**src/rtl/sync_rx_pkg.sv**
```systemverilog
package sync_rx_pkg;
  typedef enum logic {RX_IDLE, RX_RUN} rx_state_t;
endpackage

```
**src/rtl/sync_rx_baud.sv**
```systemverilog
module sync_rx_baud #(
  parameter int DIV_W = 8
) (
  input  logic             clk,
  input  logic             rst,
  input  logic             run,
  input  logic [DIV_W-1:0] div,
  output logic             tick
);
  logic [DIV_W-1:0] cnt;

  assign tick = run && (cnt >= div);

  always_ff @(posedge clk) begin
    if (rst || !run) cnt <= '0;
    else if (tick)   cnt <= '0;
    else             cnt <= cnt + 1'b1;
  end

  AST_TICK_GAP: assert property (@(posedge clk) disable iff (rst)
    (tick && div != '0) |=> (!tick || div == '0)) else $error("tick spacing");
endmodule

```
**src/rtl/sync_rx_shift.sv**
```systemverilog
module sync_rx_shift #(
  parameter int DATA_W = 8,
  localparam int MAXB  = DATA_W + 1,
  localparam int CNT_W = $clog2(MAXB + 1)
) (
  input  logic            clk,
  input  logic            rst,
  input  logic            clr,
  input  logic            sample,
  input  logic            din,
  input  logic            mode9,
  output logic            done,
  output logic [MAXB-1:0] word_nxt
);
  logic [MAXB-1:0]  sr;
  logic [CNT_W-1:0] cnt;
  logic [CNT_W-1:0] last;

  assign last = mode9 ? CNT_W'(MAXB - 1) : CNT_W'(MAXB - 2);
  assign done = sample && (cnt >= last);

  always_comb begin
    word_nxt      = sr;
    word_nxt[cnt] = din;
    if (!mode9) word_nxt[MAXB-1] = 1'b0;
  end

  always_ff @(posedge clk) begin
    if (rst || clr) begin
      sr  <= '0;
      cnt <= '0;
    end else if (sample) begin
      if (done) begin
        sr  <= '0;
        cnt <= '0;
      end else begin
        sr  <= word_nxt;
        cnt <= cnt + 1'b1;
      end
    end
  end

  AST_BIT_BOUND: assert property (@(posedge clk) disable iff (rst)
    cnt <= CNT_W'(MAXB - 1)) else $error("bit count out of range");
endmodule

```
**src/rtl/sync_rx_ctrl.sv**
```systemverilog
module sync_rx_ctrl
  import sync_rx_pkg::*;
(
  input  logic clk,
  input  logic rst,
  input  logic port_en,
  input  logic single_req,
  input  logic cont_en,
  input  logic ovr_lock,
  input  logic tick,
  input  logic done,
  output logic baud_run,
  output logic sample,
  output logic clr,
  output logic sclk_q,
  output logic single_q
);
  rx_state_t state;
  logic      running;
  logic      abort;

  assign running  = (state == RX_RUN);
  assign abort    = running && !cont_en && !single_q;
  assign baud_run = running && !abort && port_en;
  assign sample   = baud_run && tick && sclk_q;
  assign clr      = !running || abort || !port_en;

  always_ff @(posedge clk) begin
    if (rst || !port_en) begin
      state    <= RX_IDLE;
      sclk_q   <= 1'b0;
      single_q <= 1'b0;
    end else begin
      if (done)       single_q <= 1'b0;
      if (single_req) single_q <= 1'b1;
      case (state)
        RX_IDLE: begin
          sclk_q <= 1'b0;
          if ((single_q || cont_en) && !ovr_lock) state <= RX_RUN;
        end
        default: begin
          if (abort) begin
            state  <= RX_IDLE;
            sclk_q <= 1'b0;
          end else if (tick) begin
            sclk_q <= !sclk_q;
            if (done && (!cont_en || ovr_lock)) state <= RX_IDLE;
          end
        end
      endcase
    end
  end

  AST_ABORT_STOP: assert property (@(posedge clk) disable iff (rst)
    abort |=> !sclk_q) else $error("clock kept after abort");
  AST_PORT_OFF: assert property (@(posedge clk) disable iff (rst)
    !port_en |=> (!sclk_q && !single_q)) else $error("port off not honoured");
  AST_LOCK_NOSTART: assert property (@(posedge clk) disable iff (rst)
    (!running && ovr_lock) |=> !running) else $error("start under lock");
  AST_SINGLE_CLEAR: assert property (@(posedge clk) disable iff (rst)
    (done && !single_req) |=> !single_q) else $error("single enable stuck");
endmodule

```
**src/rtl/sync_rx_master.sv**
```systemverilog
module sync_rx_master #(
  parameter int DIV_W  = 8,
  parameter int DATA_W = 8,
  localparam int MAXB  = DATA_W + 1
) (
  input  logic             clk,
  input  logic             rst,
  input  logic             port_en,
  input  logic             mode9,
  input  logic [DIV_W-1:0] baud_div,
  input  logic             single_req,
  input  logic             cont_en,
  input  logic             ovr_lock,
  input  logic             rx_din,
  output logic             sclk_o,
  output logic             single_en_o,
  output logic             push_vld,
  output logic [MAXB-1:0]  push_data
);
  logic            tick, baud_run, sample, clr, done;
  logic [MAXB-1:0] word_nxt;

  sync_rx_baud #(.DIV_W(DIV_W)) u_baud (
    .clk(clk), .rst(rst), .run(baud_run), .div(baud_div), .tick(tick)
  );

  sync_rx_shift #(.DATA_W(DATA_W)) u_shift (
    .clk(clk), .rst(rst), .clr(clr), .sample(sample), .din(rx_din),
    .mode9(mode9), .done(done), .word_nxt(word_nxt)
  );

  sync_rx_ctrl u_ctrl (
    .clk(clk), .rst(rst), .port_en(port_en), .single_req(single_req),
    .cont_en(cont_en), .ovr_lock(ovr_lock), .tick(tick), .done(done),
    .baud_run(baud_run), .sample(sample), .clr(clr),
    .sclk_q(sclk_o), .single_q(single_en_o)
  );

  always_ff @(posedge clk) begin
    if (rst) begin
      push_vld  <= 1'b0;
      push_data <= '0;
    end else begin
      push_vld <= done;
      if (done) push_data <= word_nxt;
    end
  end

  AST_PUSH_PULSE: assert property (@(posedge clk) disable iff (rst)
    push_vld |=> !push_vld) else $error("push longer than one cycle");
endmodule

```
**config.mk**
```make
export PLATFORM = sky130hd
export DESIGN_NAME = sync_rx_master
export DESIGN_NICKNAME = d
export VERILOG_FILES = /design/src/rtl/sync_rx_pkg.sv /design/src/rtl/sync_rx_baud.sv /design/src/rtl/sync_rx_shift.sv /design/src/rtl/sync_rx_ctrl.sv /design/src/rtl/sync_rx_master.sv
export SDC_FILE = /design/constraint.sdc
export NUM_CORES = 1
export LEC_CHECK = 0
export CAP_MARGIN = 20
export CORE_MARGIN = 2
export CORE_UTILIZATION = 40
export CTS_CLUSTER_DIAMETER = 100
export DETAILED_ROUTE_END_ITERATION = 6
export PLACE_DENSITY_LB_ADDON = 0.3
export SKIP_LAST_GASP = 1
export SLEW_MARGIN = 20
export SYNTH_ARGS = -nofsm -noshare
export SYNTH_HDL_FRONTEND = slang
export SYNTH_SLANG_ARGS = --single-unit
export TNS_END_PERCENT = 5
```
**constraint.sdc**
```tcl
create_clock -name clk -period 4.7 [get_ports clk]
set_input_delay 1.175 -clock clk [delete_from_list [all_inputs] [get_ports clk]]
set_output_delay 1.175 -clock clk [all_outputs]
set_load 0.01 [all_outputs]
```
# Word level (Yosys, flattened, before mapping)
# Cells that the tools add are included.
[word_totals]
ff_bits = 34
in_bits = 16
output_inout_bits = 12
word_cells = 58
[classes]
n_addsub = 2
n_lt_le_gt_ge = 4
muxes = 14
n_bitwise = 1
reduce_logical = 29
[op_table]
columns = ["op", "count"]
rows = [
  ["1-bit logical AND", 11],
  ["9-bit bitwise mux", 1],
  ["1-bit two-way mux", 9],
  ["9-bit two-way mux", 1],
  ["8-bit by 1-bit adder with 8-bit output, second input constant", 1],
  ["8-bit >= comparator", 1],
  ["1-bit logical NOT", 8],
  ["4-bit two-way mux", 2],
  ["1-bit logical OR", 7],
  ["4-bit by 5-bit < comparator with 1-bit output, second input constant", 1],
  ["4-bit by 1-bit adder with 4-bit output, second input constant", 1],
  ["1-bit demux with 4-bit select", 1],
  ["4-bit by 1-bit >= comparator with 1-bit output, second input constant", 1],
  ["4-bit >= comparator", 1],
  ["3-bit OR reduction", 1],
  ["2-bit nonzero test", 1],
  ["2-bit OR reduction", 1],
  ["1-bit inverter", 1],
]

# Depth between registers and ports, before layout
# Gate-level depths: netlist of run 1.
[logic_depth]
word_depth = 15
depth_mapped = 9
ltp_nobuf = 7

# Hierarchy
# A second synthesis of run 1 with hierarchy kept.
[hier_totals]
hier_cells = 209
area_unflattened_um2 = 1881.8
[modules_own_cells]
columns = ["module", "instances", "cells_each", "area_each_um2", "seq_area_each_um2"]
rows = [
  ["sync_rx_shift", 1, 101, 880.8, 260.2],
  ["sync_rx_baud", 1, 62, 510.5, 160.2],
  ["sync_rx_master", 1, 31, 346.6, 200.2],
  ["sync_rx_ctrl", 1, 15, 143.9, 60.1],
]

# Worst setup path after synthesis of run 1
# OpenSTA, ideal clock, no wires.
[synth_timing]
kind = "input to register"
start = "input baud_div[5]"
end = "register push_data[7]"
setup_time_ps = 121
arrival_ps = 2552
required_ps = 4579
path_slack_ps = 2027
cell_stages = 7
n_path_buf = 0
path_cell_list = "inv_1 ha_1 a21oi_1 o21a_2 or2_4 a21oi_1 mux2_2"
[synth_between]
elab_chain_cells = 5
[synth_rtl]
columns = ["element", "line", "text"]
rows = [
  ["start, declared", "sync_rx_master.sv:10", "input logic [DIV_W-1:0] baud_div,"],
  ["8-bit >= comparator", "sync_rx_baud.sv:12", "assign tick = run && (cnt >= div);"],
  ["1-bit logical AND", "sync_rx_baud.sv:12", ""],
  ["1-bit logical AND (2 in series)", "sync_rx_ctrl.sv:25", "assign sample = baud_run && tick && sclk_q;"],
  ["1-bit logical AND", "sync_rx_shift.sv:20", "assign done = sample && (cnt >= last);"],
  ["end signal, assigned", "sync_rx_master.sv:45", "if (done) push_data <= word_nxt;"],
  ["end, declared", "sync_rx_master.sv:18", "output logic [MAXB-1:0] push_data"],
]
# No other way between the ends.
# A chain may end at the register's enable or synchronous reset.

# Worst setup path in the final report of run 1
[layout_timing]
start = "input mode9"
end = "register push_data[5]"
[layout_between]
elab_chain_cells = 3
[layout_rtl]
columns = ["element", "line", "text"]
rows = [
  ["start, declared", "sync_rx_master.sv:9", "input logic mode9,"],
  ["4-bit two-way mux", "sync_rx_shift.sv:19", "assign last = mode9 ? CNT_W'(MAXB - 1) : CNT_W'(MAXB - 2);"],
  ["4-bit >= comparator", "sync_rx_shift.sv:20", ""],
  ["1-bit logical AND", "sync_rx_shift.sv:20", ""],
]
# No other way between the ends.

==> flow_metrics.env, run 1 <==
export IMPL_peakVddDrop_uv=157
export IMPL_setup_tns_ns=0
export IMPL_p_sw_uw=124
export IMPL_worst_setup_path_type="primary input to flip-flop"
export IMPL_synthAdderAreaFrac_pct=10.6
export IMPL_path_max_fanout=12
export IMPL_outcome="complete, no violations"
export IMPL_synth_top_family_by_area="simple AND/OR/NAND/NOR gates"
export IMPL_ys_seq_elements=34
export IMPL_htree_num_levels=2
export IMPL_num_rows=25
export IMPL_diodes=0
export IMPL_die_area_um2=5600
export IMPL_cts_root_buf="clkbuf_8"
export IMPL_fmax_mhz=321
export IMPL_synth_area_top_cells="dfxtp_1 (34%), ha_1 (11%), mux2i_1 (4.5%), nand3_1 (4.5%), nor2_1 (4.1%)"
export IMPL_hp_class="flip-flop to flip-flop"
export IMPL_ys_seq_area_share_pct=33.9
export IMPL_dpl_cell_count=309
export IMPL_max_slew_margin_pct=53.9
export IMPL_clk_latency_ns=0.29
export IMPL_synthTopCellsByCount="dfxtp_1 (34), nor2_1 (22), nand3_1 (18)"
export IMPL_wl_per_cell_um=12.9
export IMPL_grt_ovfl_total=0
export IMPL_grt_max_degree=22
export IMPL_p_leak_uw=0.000955
export IMPL_tightest_slew_ns=0.691
export IMPL_slew_viol_final=0
export IMPL_avgSynthCellArea_um2=8.95
export IMPL_clkPwrFrac_pct=43.9
export IMPL_gp_congestion=0.795
export IMPL_fillers=453
export IMPL_postCtsHoldBufs=0
export IMPL_finalSetupViolations=0
export IMPL_drtPass1Iterations=4
export IMPL_cts_resized=0
export IMPL_synth_fp_nets=257
export IMPL_fin_crit_sh_pct=66.4
export IMPL_ant_nets=0
export IMPL_post_cts_setup_buffers=0
export IMPL_initial_core_util_pct=41.9
export IMPL_cp_required_ns=4.88
export IMPL_synthMuxAreaShare_pct=9.54
export IMPL_cts_buffer_depth=2
export IMPL_fin_nets=282
export IMPL_core_area_um2=4790
export IMPL_grtUsageTotal_pct=16.3
export IMPL_synth_compound_area_share_pct=18.5
export IMPL_synthCells=224
export IMPL_async_flop_share_pct=0
export IMPL_endpoint_kind="flip-flop"
export IMPL_timing_hold_ws_ns=0.468
export IMPL_die_x_um=74.8
export IMPL_yosys_area_share_simple_pct=19.5
export IMPL_drive_gt1_share_pct=11.6
export IMPL_viasPerCell=5.07
export IMPL_startpoint_type="primary input"
export IMPL_power_frac_comb_pct=6.1
export IMPL_p_int_uw=456
export IMPL_rsz0062_at_grt="false"
export IMPL_die_h_um=74.8
export IMPL_drtIter0Drc=100
export IMPL_hold_violations=0
export IMPL_seqPwrFrac_pct=50.0
export IMPL_yosysWarnings=0
export IMPL_post_dp_hpwl_um=2980
export IMPL_critPathArrivalTime_ns=3.30
export IMPL_drc=0
export IMPL_fin_cells=317
export IMPL_ys_dominant_reg_cell="dfxtp_1"
export IMPL_synth_cell_area_um2=2010
export IMPL_syn_to_final_growth_pct=21.0
export IMPL_io_buffers=27
export IMPL_synth_top_area_cell="dfxtp_1"
export IMPL_drv_cap=0
export IMPL_antenna_found_initial=0
export IMPL_via_count=1608
export IMPL_synth_top_area_share_pct=33.9
export IMPL_skew_ns=0.00595
export IMPL_timing_final_crit_period_ns=3.12
export IMPL_grt_pass1_vias=1504
export IMPL_cts_sinks=34
export IMPL_cts_tree="yes"
export IMPL_cts_buffers=5
export IMPL_synth_edf_count=0
export IMPL_power_density_nw_per_um2=239
export IMPL_synth_most_common_cell="dfxtp_1"
export IMPL_path_clk_slew_ns=0.07
export IMPL_totalPowerFinal_uw=580
export IMPL_yosys_area_share_xor_xnor_pct=2.62
export IMPL_ys_types=42
export IMPL_wl_um=4100
export IMPL_io_pin_count=28
export IMPL_switching_share_pct=21.4
export IMPL_grt_pass1_wl_um=6840
state kept, by name (all words and copies together) (netlist names):
register,count
push_vld,1
u_ctrl.single_q,1
push_data,9
u_baud.cnt,8
u_shift.cnt,4
u_shift.sr,9
u_ctrl.sclk_q,1
u_ctrl.running,1
metrics by stage:
stage / instance area [um^2] / setup slack, ns / util (%)
floorplan: 2010 / 2.03 / -
global placement: 2320 / 1.32 / 48.4
detailed placement: 2320 / 1.27 / 48.4
CTS: 2430 / 1.57 / 50.7
global route: 2430 / 1.47 / 50.7
finish: 2430 / 1.58 / 50.7
area by class of cell:
type	instances	area, um^2	share of cell area [%]
inverters	13	48.8	2.01
clock buffers	8	110	4.54
flip-flops and latches	34	681	28.1
multi-input cells	166	1220	50.2
repair buffers	29	285	11.8
well taps	67	83.8	3.46
layer usage:
metal / vias up / share of wire, % / track usage (%)
met2: 42 / 43 / 23.2
met3: 5 / 3.8 / 2.81
met1: 723 / 51 / 23.2
met5: - / 0 / 0
met4: 0 / 2.3 / 9.13
li1: 838 / - / -
cell usage in the layout (no fill, tap or decap), types with 2 or more instances in the layout:
cell / count
nand3_1: 18
xor2_1: 5
a21o_1: 3
clkdlybuf4s50_1: 27
mux2_2: 5
a21oi_1: 12
mux2_1: 4
o22ai_1: 2
ha_1: 17
inv_1: 13
dfxtp_1: 34
a211o_1: 8
clkbuf_8: 8
o211ai_1: 3
nor2_1: 22
nand3b_1: 5
a21oi_2: 7
a32o_1: 2
and3_1: 3
mux2i_1: 9
nand2_1: 7
o21a_2: 2
o21ai_0: 2
nor3b_1: 2
nand2b_1: 3
nor2b_1: 11
a31oi_1: 2
buf_4: 2
power groups by stage:
stage               combinational [uW]  clock, uW  sequential, uW
floorplan                         16.4          0             297
global placement                  34.6          0             297
detailed placement                35.0          0             297
CTS                               35.4        264             290
global route                      39.1        274             290
finish                            35.1        255             290
path summary, 6_finish.rpt:
| check | cells after the start | start | end | slack [ns] |
|---|---|---|---|---|
| max | 8 | mode9 | push_data[5] | 1.58 |
| min | 2 | u_shift.sr[0] | u_shift.sr[0] | 0.47 |
| max reg2reg | 7 | u_shift.cnt[0] | push_data[5] | 2.56 |
| min reg2reg | 2 | u_shift.sr[0] | u_shift.sr[0] | 0.47 |
worst max-delay path, cell delays in order:
cell             delay [ns]
clkdlybuf4s50_1        0.51
inv_1                  0.10
ha_1                   0.29
nand2b_1               0.14
a21o_1                 0.18
a31o_2                 0.34
o21ai_4                0.17
mux2_2                 0.38
cell families (layout without fill, tap and decap cells):
logic type | Yosys count | in the layout
flip-flops | 34 | 34
XOR/XNOR | 6 | 6
adder cells (fa/ha/maj) | 17 | 17
AND/OR/NAND/NOR | 76 | 76
AO/OA/AOI/OAI | 49 | 49
buffers and inverters | 24 | 50
multiplexers | 18 | 18
Power figures use the tool's default switching activity.
==> run 2: changes to the inputs <==
==> constraint.sdc (replaced) <==
create_clock -name clk -period 2.8 [get_ports clk]
set_input_delay 0.7 -clock clk [delete_from_list [all_inputs] [get_ports clk]]
set_output_delay 0.7 -clock clk [all_outputs]
set_load 0.01 [all_outputs]
==> run 2 against run 1 <==
Compared with the run above: setup slack got worse by 1.3 ns; worst hold slack better by 0.0075 ns; sequential share of layout area is 1.4 points lower; via count grew 2.7%; global-route usage grew 0.43 points; combinational power grew 76%; core utilization is 2.7 points higher; power increased by 90%; largest power group is now clock; final area is 5.3% higher.
==> flow_metrics.env, run 2 (same netlist as run 1, synthesis figures left out) <==
export IMPL_outcome="complete, no violations"
export IMPL_fmax_mhz=402
export IMPL_fin_cells=328
export IMPL_holdPathStages=2
export IMPL_htree_num_levels=2
export IMPL_num_rows=25
export IMPL_cts_buffers=5
export IMPL_crit_slowest_cell="clkdlybuf4s50_1"
export IMPL_reg2reg_to="push_data[4]"
export IMPL_drive_gt1_share_pct=15.3
export IMPL_cts_root_buf="clkbuf_8"
export IMPL_cts_sinks=34
export IMPL_path_max_fanout=9
export IMPL_viasPerCell=5.03
export IMPL_critPathTopFamily="buffers and inverters"
export IMPL_hp_class="flip-flop to flip-flop"
export IMPL_gp_congestion=0.850
export IMPL_r2r_start="u_shift.cnt[0]"
export IMPL_fillers=431
export IMPL_min_to="u_shift.sr[7]"
export IMPL_critPathArrivalTime_ns=2.67
export IMPL_cts_resized=0
export IMPL_dpl_cell_count=320
export IMPL_die_x_um=74.8
export IMPL_rsz0062_at_grt="false"
export IMPL_initial_core_util_pct=41.9
export IMPL_finalSetupViolations=0
export IMPL_p_leak_uw=0.00103
export IMPL_syn_to_final_growth_pct=27.3
export IMPL_peakVddDrop_uv=363
export IMPL_ant_nets=0
export IMPL_post_dp_hpwl_um=3100
export IMPL_io_buffers=27
export IMPL_worstHoldStart="u_shift.sr[7]"
export IMPL_core_area_um2=4790
export IMPL_grt_max_degree=21
export IMPL_tightest_slew_ns=0.402
export IMPL_fin_crit_sh_pct=88.9
export IMPL_mostFrequentLayoutCells="dfxtp_1 (34), clkdlybuf4s50_1 (27), nor2_1 (22)"
export IMPL_diodes=0
export IMPL_fin_nets=293
export IMPL_path_clk_slew_ns=0.07
export IMPL_drtPass1Iterations=4
export IMPL_slew_viol_final=0
export IMPL_drtIter0Drc=81
export IMPL_grt_ovfl_total=0
export IMPL_multi_input_area_um2=1220
export IMPL_cp_num_buf_inv=3
export IMPL_clk_latency_ns=0.29
export IMPL_crit_chain="clkdlybuf4s50_1 > inv_1 > ha_1 > nand2b_1 > a21o_1 > a31o_2 > o21ai_4 > buf_12 > mux2_2"
export IMPL_cts_buffer_depth=2
export IMPL_reg2reg_slack_ns=0.75
export IMPL_totalPowerFinal_uw=1100
export IMPL_power_density_nw_per_um2=432
export IMPL_grtUsageTotal_pct=16.7
export IMPL_cp_required_ns=2.98
export IMPL_die_area_um2=5600
export IMPL_timing_hold_ws_ns=0.475
export IMPL_postCtsHoldBufs=0
export IMPL_drc=0
export IMPL_die_h_um=74.8
export IMPL_hold_violations=0
export IMPL_drv_cap=0
export IMPL_cpPeakStageDelay_ns=0.48
export IMPL_startpoint_type="primary input"
export IMPL_setup_tns_ns=0
export IMPL_timing_final_crit_period_ns=2.49
export IMPL_worst_setup_path_type="primary input to flip-flop"
export IMPL_via_count=1651
export IMPL_antenna_found_initial=0
export IMPL_max_slew_margin_pct=73.1
export IMPL_endpoint_kind="flip-flop"
export IMPL_register_area_um2=681
export IMPL_grt_pass1_wl_um=7200
export IMPL_io_pin_count=28
export IMPL_skew_ns=0.00903
export IMPL_r2r_cells=8
export IMPL_post_cts_setup_buffers=0
export IMPL_final_common_cell="dfxtp_1"
export IMPL_wl_per_cell_um=12.6
export IMPL_reg_top3="push_data: 9 flops, u_shift.sr: 9 flops, u_baud.cnt: 8 flops"
export IMPL_wl_um=4130
export IMPL_cts_tree="yes"
export IMPL_grt_pass1_vias=1576
run 2: final cells by class:
cell class	instances	area share, %
multi-input combinational	166	47.7
sequential	34	26.7
timing repair buffer	40	14.9
tap	67	3.28
clock buffer	6	3.23
clock inverter	2	2.35
inverter	13	1.91
run 2: per-stage QoR:
step	cell area (um^2)	util, %	setup WS (ns)
floorplan	2010	-	0.602
global placement	2410	50.4	0.0326
detailed placement	2410	50.4	0.0134
CTS	2550	53.4	0.302
global route	2550	53.4	0.199
finish	2550	53.4	0.311
run 2: routing by layer:
| layer | vias to the layer above | routed length [um] | GRT usage [%] |
|---|---|---|---|
| met5 | - | 0 | 0 |
| met4 | 0 | 76 | 7.54 |
| met3 | 7 | 176 | 2.95 |
| met2 | 39 | 1710 | 23.6 |
| met1 | 746 | 2170 | 24.7 |
| li1 | 859 | - | - |
run 2: power by group:
group | switching [uW] | leakage [uW] | total (uW) | internal, uW
logic | 27.8 | 0.000682 | 61.7 | 33.9
registers | 1.82 | 0.000274 | 487 | 485
clock network | 174 | 0.0000714 | 554 | 380
run 2: worst max path at each step:
| stage | from | end | slack, ns | cells after the start |
|---|---|---|---|---|
| 2_1_floorplan | baud_div[5] | push_data[7] | 0.60 | 7 |
| 3_3_place_gp | mode9 | push_data[5] | 0.03 | 9 |
| 3_5_place_dp | mode9 | push_data[5] | 0.01 | 9 |
| 4_1_cts | mode9 | push_data[0] | 0.30 | 9 |
| 5_1_grt | mode9 | u_ctrl.single_q | 0.20 | 9 |
| 6_report | mode9 | push_data[4] | 0.31 | 9 |
run 2: worst min-delay path: cells and delay by family (launching register included):
family / cells / cell delay, ns
flops: 1 / 0.31
compound gates: 1 / 0.05
simple gates: 1 / 0.07
==> run 3: changes to the inputs <==
==> constraint.sdc (replaced) <==
create_clock -name clk -period 2.3 [get_ports clk]
set_input_delay 0.575 -clock clk [delete_from_list [all_inputs] [get_ports clk]]
set_output_delay 0.575 -clock clk [all_outputs]
set_load 0.01 [all_outputs]
==> run 3 against run 2 <==
Compared with the run above: the run now ends with setup timing left; wire length is 9.3% higher; final area is 5.0% higher; global-route usage is 1.5 points higher; first-iteration DRC count is 23% lower; worst hold slack worse by 0.0097 ns; sequential power is 22% higher; power is 3.8% higher; critical endpoint is now push_data[3].
==> flow_metrics.env, run 3 (same netlist as run 1, synthesis figures left out) <==
export IMPL_outcome="complete, but fails checks"
export IMPL_violations="setup timing"
export IMPL_finalSetupViolations=2
export IMPL_max_slew_margin_pct=77.8
export IMPL_reg2reg_to="push_data[3]"
export IMPL_fillers=441
export IMPL_grt_ovfl_total=0
export IMPL_fin_cells=337
export IMPL_min_to="u_shift.sr[0]"
export IMPL_crit_slowest_cell="clkdlybuf4s50_1"
export IMPL_grtUsageTotal_pct=18.2
export IMPL_path_clk_slew_ns=0.08
export IMPL_totalPowerFinal_uw=1140
export IMPL_fmax_mhz=434
export IMPL_wl_um=4510
export IMPL_fin_nets=302
export IMPL_die_area_um2=5600
export IMPL_crit_chain="clkdlybuf4s50_1 > inv_1 > ha_4 > a21oi_1 > o21a_2 > nor2_2 > o21ai_4 > buf_12 > mux2_2"
export IMPL_mostFrequentLayoutCells="dfxtp_1 (34), clkdlybuf4s50_1 (25), nor2_1 (22)"
export IMPL_p_leak_uw=0.00106
export IMPL_seqPwrFrac_pct=51.8
export IMPL_fin_crit_sh_pct=100
export IMPL_cts_tree="yes"
export IMPL_htree_num_levels=2
export IMPL_setup_ws_ns=-0.00187
export IMPL_rsz0062_at_grt="true"
export IMPL_holdPathStages=2
export IMPL_drc=0
export IMPL_grt_pass1_vias=1707
export IMPL_gp_congestion=0.771
export IMPL_hold_violations=0
export IMPL_p_int_uw=879
export IMPL_clkPwrFrac_pct=40.4
export IMPL_dpl_cell_count=327
export IMPL_skew_ns=0.0102
export IMPL_design_area_um2=2680
export IMPL_path_max_fanout=5
export IMPL_clk_latency_ns=0.29
export IMPL_grt_max_degree=21
export IMPL_antenna_found_initial=0
export IMPL_startpoint_type="primary input"
export IMPL_power_density_nw_per_um2=427
export IMPL_ant_nets=0
export IMPL_p_sw_uw=266
export IMPL_io_buffers=27
export IMPL_timing_hold_ws_ns=0.466
export IMPL_drive_gt1_share_pct=21.9
export IMPL_drv_cap=0
export IMPL_post_dp_hpwl_um=3130
export IMPL_cp_required_ns=2.48
export IMPL_post_place_ws_ns=-0.367
export IMPL_timing_final_crit_period_ns=2.30
export IMPL_drtIter0Drc=62
export IMPL_r2r_start="u_baud.cnt[0]"
export IMPL_slew_viol_final=0
export IMPL_io_pin_count=28
export IMPL_tightest_slew_ns=0.332
export IMPL_die_x_um=74.8
export IMPL_die_h_um=74.8
export IMPL_switching_share_pct=23.2
export IMPL_initial_core_util_pct=41.9
export IMPL_reg2reg_slack_ns=0.18
export IMPL_cts_root_buf="clkbuf_8"
export IMPL_diodes=0
export IMPL_r2r_cells=8
export IMPL_power_frac_comb_pct=7.8
export IMPL_final_common_cell="dfxtp_1"
export IMPL_wl_per_cell_um=13.4
export IMPL_hp_class="flip-flop to flip-flop"
export IMPL_num_rows=25
export IMPL_worstHoldStart="u_shift.sr[0]"
export IMPL_placed_cell_area_um2=2460
export IMPL_core_area_um2=4790
export IMPL_drtPass1Iterations=4
export IMPL_cts_buffer_depth=2
export IMPL_grt_pass1_wl_um=7890
export IMPL_cpPeakStageDelay_ns=0.45
export IMPL_worst_setup_path_type="primary input to flip-flop"
export IMPL_endpoint_kind="flip-flop"
export IMPL_via_count=1724
export IMPL_syn_to_final_growth_pct=33.7
export IMPL_cts_buffers=5
export IMPL_critPathArrivalTime_ns=2.48
export IMPL_cts_sinks=34
export IMPL_peakVddDrop_uv=284
export IMPL_reg_top3="push_data: 9 flops, u_shift.sr: 9 flops, u_baud.cnt: 8 flops"
export IMPL_viasPerCell=5.12
[run 3: changes by cell type in the layout (fill, tap and decap cells not counted), sizes merged]
| cell | change |
|---|---|
| buf | +9 |
| bufinv | -2 |
| clkdlybuf4s50 | -2 |
| clkinv | +1 |
| clkinvlp | +1 |
| dlygate4sd2 | +2 |
[run 3: critical path: cells and delay by family]
| kind | cells | cell delay, ns |
|---|---|---|
| fa+ha+maj | 1 | 0.25 |
| mux | 1 | 0.32 |
| compound gates | 3 | 0.61 |
| buf+inv | 3 | 0.66 |
| simple gates | 1 | 0.06 |
[run 3: power groups by stage]
stage               Combinational, uW  Sequential [uW]  Clock, uW
floorplan                        33.4              606          0
global placement                 76.6              606          0
detailed placement               77.7              606          0
CTS                              87.1              593        476
global route                     98.5              593        494
finish                           89.3              593        463
[run 3: worst max-delay path by stage]
| stage | startpoint | end | slack [ns] | cells after the start |
|---|---|---|---|---|
| 3_5_place_dp | mode9 | push_data[2] | -0.37 | 9 |
| 4_1_cts | baud_div[1] | push_data[3] | -0.008 | 9 |
| 6_report | baud_div[7] | push_data[3] | -0.002 | 9 |
| 3_3_place_gp | mode9 | push_data[5] | -0.34 | 9 |
| 5_1_grt | baud_div[7] | push_data[8] | -0.09 | 9 |
| 2_1_floorplan | baud_div[5] | push_data[7] | 0.23 | 7 |
[run 3: layout make-up]
| cell class | count | area, um^2 | area share (%) |
|---|---|---|---|
| inverters | 13 | 48.8 | 1.82 |
| clock inverters | 2 | 12.5 | 0.466 |
| repair buffers | 49 | 473 | 17.6 |
| well taps | 67 | 83.8 | 3.13 |
| multi-input cells | 166 | 1300 | 48.5 |
| clock buffers | 6 | 82.6 | 3.08 |
| flip-flops and latches | 34 | 681 | 25.4 |
[run 3: through the flow]
stage / setup TNS (ns) / utilization (%)
final: -0.00329 / 56.1
after CTS: -0.0227 / 55.6
after detailed placement: -6.93 / 51.5
after global placement: -6.56 / 51.5
after global routing: -0.880 / 56.1
after floorplan: 0 / -
[run 3: per-layer routing]
metal / vias to the layer above / global-route usage [%] / part of all wire (%)
met5: - / 0 / 0
met4: 0 / 5.95 / 1.4
met3: 6 / 3.35 / 4.5
li1: 881 / - / -
met1: 796 / 26.9 / 50
met2: 41 / 26.6 / 44
[run 3: repair_timing]
item                       in CTS  in global routing
pin swaps                       9                  2
gates cloned                    1                  0
hold buffers                    0                  0
setup endpoints to repair      16                 21
buffers inserted                1                  0
resized for setup              14                  3
